[src/rtl/burst_init_pkg.sv]
package burst_init_pkg;
  typedef enum logic [2:0] {
    ST_IDLE,
    ST_WAIT,
    ST_ADDR,
    ST_TURN,
    ST_DATA,
    ST_GAP
  } busState_e;

  typedef struct packed {
    logic load;
    logic xfer;
    logic tenureClr;
    logic addrPhase;
  } dpStrobe_t;
endpackage

[src/rtl/burst_init_ctrl.sv]
module burst_init_ctrl
  import burst_init_pkg::*;
(
  input  logic       clk,
  input  logic       rstN,
  input  logic       reqValid,
  input  logic       gntN,
  input  logic       trdyN,
  input  logic       stopN,
  input  logic       remainOne,
  input  logic       remainZero,
  input  logic       isWrite,
  output dpStrobe_t  strobe,
  output logic       frameN,
  output logic       irdyN,
  output logic       adOe,
  output logic       reqReady,
  output logic       wrTake,
  output logic       doneValid,
  output logic       discValid
);
  busState_e state, stateNext;
  logic gntLost, stopSeen;
  logic lastWord, xfer, stopHit, tenureEnd, inTenure;

  assign lastWord  = remainOne || gntLost;
  assign xfer      = (state == ST_DATA) && !trdyN;
  assign stopHit   = (state == ST_DATA) && !stopN;
  assign tenureEnd = stopHit || (xfer && lastWord);
  assign inTenure  = (state == ST_ADDR) || (state == ST_TURN) || (state == ST_DATA);

  always_comb begin
    stateNext = state;
    unique case (state)
      ST_IDLE: if (reqValid) stateNext = ST_WAIT;
      ST_WAIT: if (!gntN) stateNext = ST_ADDR;
      ST_ADDR: stateNext = isWrite ? ST_DATA : ST_TURN;
      ST_TURN: stateNext = ST_DATA;
      ST_DATA: if (tenureEnd) stateNext = ST_GAP;
      ST_GAP:  stateNext = remainZero ? ST_IDLE : ST_WAIT;
      default: stateNext = ST_IDLE;
    endcase
  end

  always_ff @(posedge clk or negedge rstN) begin
    if (!rstN) begin
      state    <= ST_IDLE;
      gntLost  <= 1'b0;
      stopSeen <= 1'b0;
    end else begin
      state    <= stateNext;
      stopSeen <= stopHit;
      if (state == ST_GAP) gntLost <= 1'b0;
      else if (inTenure && gntN) gntLost <= 1'b1;
    end
  end

  assign strobe.load      = (state == ST_IDLE) && reqValid;
  assign strobe.xfer      = xfer;
  assign strobe.tenureClr = (state == ST_WAIT);
  assign strobe.addrPhase = (state == ST_ADDR);

  assign frameN    = !((state == ST_ADDR) || (state == ST_TURN) ||
                       ((state == ST_DATA) && !lastWord));
  assign irdyN     = (state != ST_DATA);
  assign adOe      = (state == ST_ADDR) || ((state == ST_DATA) && isWrite);
  assign reqReady  = (state == ST_IDLE);
  assign wrTake    = xfer && isWrite;
  assign doneValid = (state == ST_GAP) && remainZero;
  assign discValid = (state == ST_GAP) && stopSeen;
endmodule

[src/rtl/burst_init_dpath.sv]
module burst_init_dpath
  import burst_init_pkg::*;
#(
  parameter int DATA_W = 32,
  parameter int CNT_W  = 16,
  parameter int CMD_W  = 4
) (
  input  logic              clk,
  input  logic              rstN,
  input  dpStrobe_t         strobe,
  input  logic [CMD_W-1:0]  reqCmd,
  input  logic [DATA_W-1:0] reqAddr,
  input  logic [CNT_W-1:0]  reqCount,
  input  logic [DATA_W-1:0] wrData,
  input  logic [DATA_W-1:0] adIn,
  output logic [DATA_W-1:0] adOut,
  output logic [CMD_W-1:0]  cbeOut,
  output logic              isWrite,
  output logic              remainOne,
  output logic              remainZero,
  output logic              rdValid,
  output logic [DATA_W-1:0] rdData,
  output logic [CNT_W-1:0]  discCount
);
  localparam int ADDR_STEP = DATA_W / 8;

  logic [DATA_W-1:0] curAddr;
  logic [CNT_W-1:0]  remain, tenureCnt;
  logic [CMD_W-1:0]  cmdQ;

  always_ff @(posedge clk or negedge rstN) begin
    if (!rstN) begin
      curAddr   <= '0;
      remain    <= '0;
      tenureCnt <= '0;
      cmdQ      <= '0;
      rdValid   <= 1'b0;
      rdData    <= '0;
    end else begin
      rdValid <= strobe.xfer && !isWrite;
      if (strobe.xfer && !isWrite) rdData <= adIn;
      if (strobe.load) begin
        curAddr <= reqAddr;
        remain  <= reqCount;
        cmdQ    <= reqCmd;
      end else if (strobe.xfer) begin
        curAddr <= curAddr + DATA_W'(ADDR_STEP);
        remain  <= remain - 1'b1;
      end
      if (strobe.tenureClr) tenureCnt <= '0;
      else if (strobe.xfer) tenureCnt <= tenureCnt + 1'b1;
    end
  end

  assign isWrite    = cmdQ[0];
  assign remainOne  = (remain == CNT_W'(1));
  assign remainZero = (remain == '0);
  assign adOut      = strobe.addrPhase ? curAddr : wrData;
  assign cbeOut     = strobe.addrPhase ? cmdQ : '0;
  assign discCount  = tenureCnt;
endmodule

[src/rtl/burst_initiator.sv]
module burst_initiator
  import burst_init_pkg::*;
#(
  parameter int DATA_W = 32,
  parameter int CNT_W  = 16,
  parameter int CMD_W  = 4
) (
  input  logic              clk,
  input  logic              rstN,
  input  logic              reqValid,
  output logic              reqReady,
  input  logic [CMD_W-1:0]  reqCmd,
  input  logic [DATA_W-1:0] reqAddr,
  input  logic [CNT_W-1:0]  reqCount,
  input  logic [DATA_W-1:0] wrData,
  output logic              wrTake,
  output logic              rdValid,
  output logic [DATA_W-1:0] rdData,
  output logic              doneValid,
  output logic              discValid,
  output logic [CNT_W-1:0]  discCount,
  input  logic              gntN,
  output logic              frameN,
  output logic              irdyN,
  input  logic              trdyN,
  input  logic              stopN,
  output logic [DATA_W-1:0] adOut,
  input  logic [DATA_W-1:0] adIn,
  output logic              adOe,
  output logic [CMD_W-1:0]  cbeOut
);
  dpStrobe_t strobe;
  logic isWrite, remainOne, remainZero;

  burst_init_ctrl u_ctrl (
    .clk(clk), .rstN(rstN), .reqValid(reqValid), .gntN(gntN),
    .trdyN(trdyN), .stopN(stopN), .remainOne(remainOne),
    .remainZero(remainZero), .isWrite(isWrite), .strobe(strobe),
    .frameN(frameN), .irdyN(irdyN), .adOe(adOe), .reqReady(reqReady),
    .wrTake(wrTake), .doneValid(doneValid), .discValid(discValid)
  );

  burst_init_dpath #(.DATA_W(DATA_W), .CNT_W(CNT_W), .CMD_W(CMD_W)) u_dpath (
    .clk(clk), .rstN(rstN), .strobe(strobe), .reqCmd(reqCmd),
    .reqAddr(reqAddr), .reqCount(reqCount), .wrData(wrData), .adIn(adIn),
    .adOut(adOut), .cbeOut(cbeOut), .isWrite(isWrite),
    .remainOne(remainOne), .remainZero(remainZero), .rdValid(rdValid),
    .rdData(rdData), .discCount(discCount)
  );
endmodule

[config.mk]
export PLATFORM = sky130hd
export DESIGN_NAME = burst_initiator
export DESIGN_NICKNAME = d
export VERILOG_FILES = /design/src/rtl/burst_init_pkg.sv /design/src/rtl/burst_init_ctrl.sv /design/src/rtl/burst_init_dpath.sv /design/src/rtl/burst_initiator.sv
export SDC_FILE = /design/constraint.sdc
export NUM_CORES = 1
export LEC_CHECK = 0
export CAP_MARGIN = 20
export CORE_MARGIN = 3
export CORE_UTILIZATION = 40
export DETAILED_ROUTE_END_ITERATION = 7
export PLACE_DENSITY = 0.7
export REMOVE_ABC_BUFFERS = 1
export SETUP_SLACK_MARGIN = 0.3
export SLEW_MARGIN = 0
export SYNTH_ARGS = -nofsm -noshare
export SYNTH_HDL_FRONTEND = slang
export SYNTH_SLANG_ARGS = --single-unit
[constraint.sdc]
create_clock -name clk -period 3.9 [get_ports clk]
set_clock_uncertainty 0.2 [all_clocks]
set_input_delay 0.585 -clock clk [delete_from_list [all_inputs] [get_ports clk]]
set_output_delay 0.585 -clock clk [all_outputs]
set_load 0.01 [all_outputs]
==> flow_metrics.env <==
export IMPL_ys_seq_elements=106
export IMPL_cpPeakStageDelay_ns=0.59
export IMPL_leakage_nw=3.28
export IMPL_synth_top_area_cell="dfrtp_1"
export IMPL_antenna_left=0
export IMPL_cts_tree="done"
export IMPL_synthArstFlopShare=1.00
export IMPL_end_kind="primary output"
export IMPL_setup_viol=0
export IMPL_timing_final_crit_period_ns=3.47
export IMPL_die_area_mm2=0.0159
export IMPL_io_buffers=213
export IMPL_cp_arrival_ns=2.69
export IMPL_cts_buffer_depth=2
export IMPL_rsz0062_at_grt="false"
export IMPL_max_freq_mhz=288
export IMPL_num_fill_cells=1170
export IMPL_path_cells="or4_4 -> or4_4 -> nor2_1 -> o41a_1 -> clkdlybuf4s50_1"
export IMPL_cts_sinks=106
export IMPL_synth_area_leaders="dfrtp_1 46%, mux2_2 13%, nand2_1 4.1%, nor2_1 4.0%, or4_1 2.9%"
export IMPL_crit_top_cell="or4_4"
export IMPL_overflow=0
export IMPL_hold_class="input port to asynchronous set/reset pin"
export IMPL_drc=0
export IMPL_avgSynthCellArea_um2=9.60
export IMPL_outcome="finished, final reports clean"
export IMPL_htree_levels=3
export IMPL_track_usage=0.204
export IMPL_post_route_period_util=0.891
export IMPL_cp_num_buf_inv=1
export IMPL_die_w_um=126
export IMPL_antenna_cells=0
export IMPL_syn_to_final_growth_pct=45.8
export IMPL_start_util=0.412
export IMPL_cts_buffers=9
export IMPL_final_area_mm2=0.00840
export IMPL_cp_max_fo=7
export IMPL_gp_congestion=0.887
export IMPL_syn_inst=600
export IMPL_ys_top_cells_by_count="106 x dfrtp_1, 66 x mux2_2, 63 x nand2_1"
export IMPL_synth_cell_types=49
export IMPL_firstDrtPassIters=4
export IMPL_maxCapViolations=0
export IMPL_final_max_slew_viol_count=0
export IMPL_layout_drive_gt1_share=0.139
export IMPL_max_slew_margin=0.391
export IMPL_crit_family="simple AND/OR/NAND/NOR gates"
export IMPL_r2r_cells=4
export IMPL_drtIter0Drc=280
export IMPL_antenna_found_initial=0
export IMPL_slowest_stage="or4_4"
export IMPL_nets=925
export IMPL_root_buffer="clkbuf_16"
export IMPL_grt_pass1_wl_um=26800
export IMPL_insertion_delay_ns=0.34
export IMPL_p_total_mw=5.04
export IMPL_design_core_area_mm2=0.0140
export IMPL_seq_area_frac_synth=0.461
export IMPL_viasPerCell=5.41
export IMPL_yosysMostFrequentCell="dfrtp_1"
export IMPL_netlist_area_mm2=0.00576
export IMPL_num_vias=5321
export IMPL_worst_path_stages=5
export IMPL_grt_pass1_vias=5341
export IMPL_power_density_mw_per_mm2=601
export IMPL_cp_required_ns=3.12
export IMPL_netlist_area_leader_share=0.461
export IMPL_worstMarginPinSlew_ns=0.914
export IMPL_final_util=0.600
export IMPL_place_area_mm2=0.00809
export IMPL_crit_path_start_kind="flop"
export IMPL_drt_wl_total_um=16300
export IMPL_synth_edff_count=0
export IMPL_clk_pin_slew_ns=0.07
export IMPL_synth_main_ff_cell="dfrtp_1"
export IMPL_vdd_ir_drop_max_v=0.000289
export IMPL_ys_warn_count=0
export IMPL_rows=43
export IMPL_wire_per_inst_um=16.6
export IMPL_die_h_um=126
export IMPL_dp_hpwl_um=12200
export IMPL_cts_setup_buffers=0
export IMPL_grt_max_degree=71
export IMPL_io_pin_count=214
export IMPL_crit_type="flop to primary output"
export IMPL_final_hold_viol_count=0
## sequential cells by signal, summed over array words and instances (netlist names)
register / count
u_dpath.rdData: 32
u_dpath.curAddr: 32
u_dpath.cmdQ: 4
u_dpath.discCount: 16
u_dpath.remain: 16
u_ctrl.stopSeen: 1
u_dpath.rdValid: 1
u_ctrl.state: 3
u_ctrl.gntLost: 1
## cell usage in the layout, fill, tap and decap left out, drive strengths merged, types with 2 or more instances in the layout
cell type	Yosys	final
clkbuf	36	12
nand4	9	9
a21oi	11	11
and4	3	3
buf	3	15
o21a	2	2
nor4b	3	3
o31ai	12	12
o41ai	2	2
clkdlybuf4s50	0	211
o21ai	30	30
or2	2	2
nand3	25	25
or3	13	13
nor4	13	13
ha	4	4
nand2	63	63
clkinv	0	3
and2	5	5
nand2b	5	5
xor2	7	7
a211oi	3	3
mux2	66	66
nor3b	2	2
a31oi	22	22
nor3	8	8
nand3b	3	3
a31o	3	3
or3b	2	2
dfrtp	106	106
xnor2	15	15
nor2b	5	5
a311o	2	2
nor2	61	61
or4	22	22
and3	9	9
or4b	2	2
inv	10	10
## metal layers
| metal | share of wire | track usage | wire length (µm) | vias to the layer above |
|---|---|---|---|---|
| met1 | 0.44 | 0.274 | 7210 | 2549 |
| li1 | - | - | - | 2578 |
| met5 | 0 | 0 | 0 | - |
| met3 | 0.060 | 0.0339 | 975 | 12 |
| met4 | 0.0072 | 0.0435 | 118 | 0 |
| met2 | 0.49 | 0.348 | 8000 | 182 |
## power by group
part | leakage (nW) | total, mW | internal [mW] | switching, mW
registers | 1.30 | 2.00 | 1.54 | 0.462
logic | 1.84 | 2.14 | 1.16 | 0.977
clock network | 0.146 | 0.904 | 0.514 | 0.391
## area by class of cell
type	count	area, µm²	area share
Tap cell	180	225	0.0268
Multi-Input combinational cell	445	2950	0.352
Clock buffer	11	243	0.0289
Clock inverter	4	52.6	0.00626
Timing Repair Buffer	227	2230	0.266
Sequential cell	106	2650	0.316
Inverter	10	37.5	0.00447
## worst paths after layout
check,to,start,slack [ns]
worst max-delay path,frameN,u_dpath.remain[5],0.43
worst min-delay path,u_dpath.rdData[1],rstN,0.17
worst max register to register,u_dpath.curAddr[23],u_ctrl.state[0],0.86
worst min register to register,u_dpath.cmdQ[1],u_dpath.cmdQ[1],0.28
max in group asynchronous,u_dpath.discCount[5],rstN,2.46
min in group clk,u_dpath.cmdQ[1],u_dpath.cmdQ[1],0.28
## kinds of logic (layout without fill, tap and decap cells)
group / after synthesis / count (layout) / share of synthesized area
simple gates: 257 / 257 / 0.230
flops: 106 / 106 / 0.461
compound gates: 95 / 95 / 0.104
mux: 67 / 67 / 0.131
buf+inv: 49 / 252 / 0.0322
xor+xnor: 22 / 22 / 0.0335
fa+ha+maj: 4 / 4 / 0.00869
## per-stage QoR
| stage | setup slack (ns) | setup TNS, ns | hold WS [ns] | cells |
|---|---|---|---|---|
| final | 0.427 | 0 | 0.167 | 983 |
| after CTS | 0.341 | 0 | 0.204 | 983 |
| after detailed placement | 0.249 | 0 | 0.261 | 968 |
| after global placement | 0.277 | 0 | 0.254 | 968 |
| after global routing | 0.319 | 0 | 0.252 | 983 |
| after floorplan | -0.977 | -25.69 | 0.0894 | 561 |
## what timing repair did
action,in CTS,in global routing
hold endpoints to repair,0,0
hold buffers,0,0
endpoints found under the setup margin,2,33
gates resized for setup,4,3
No activity file was read; power rests on OpenSTA's default activity.
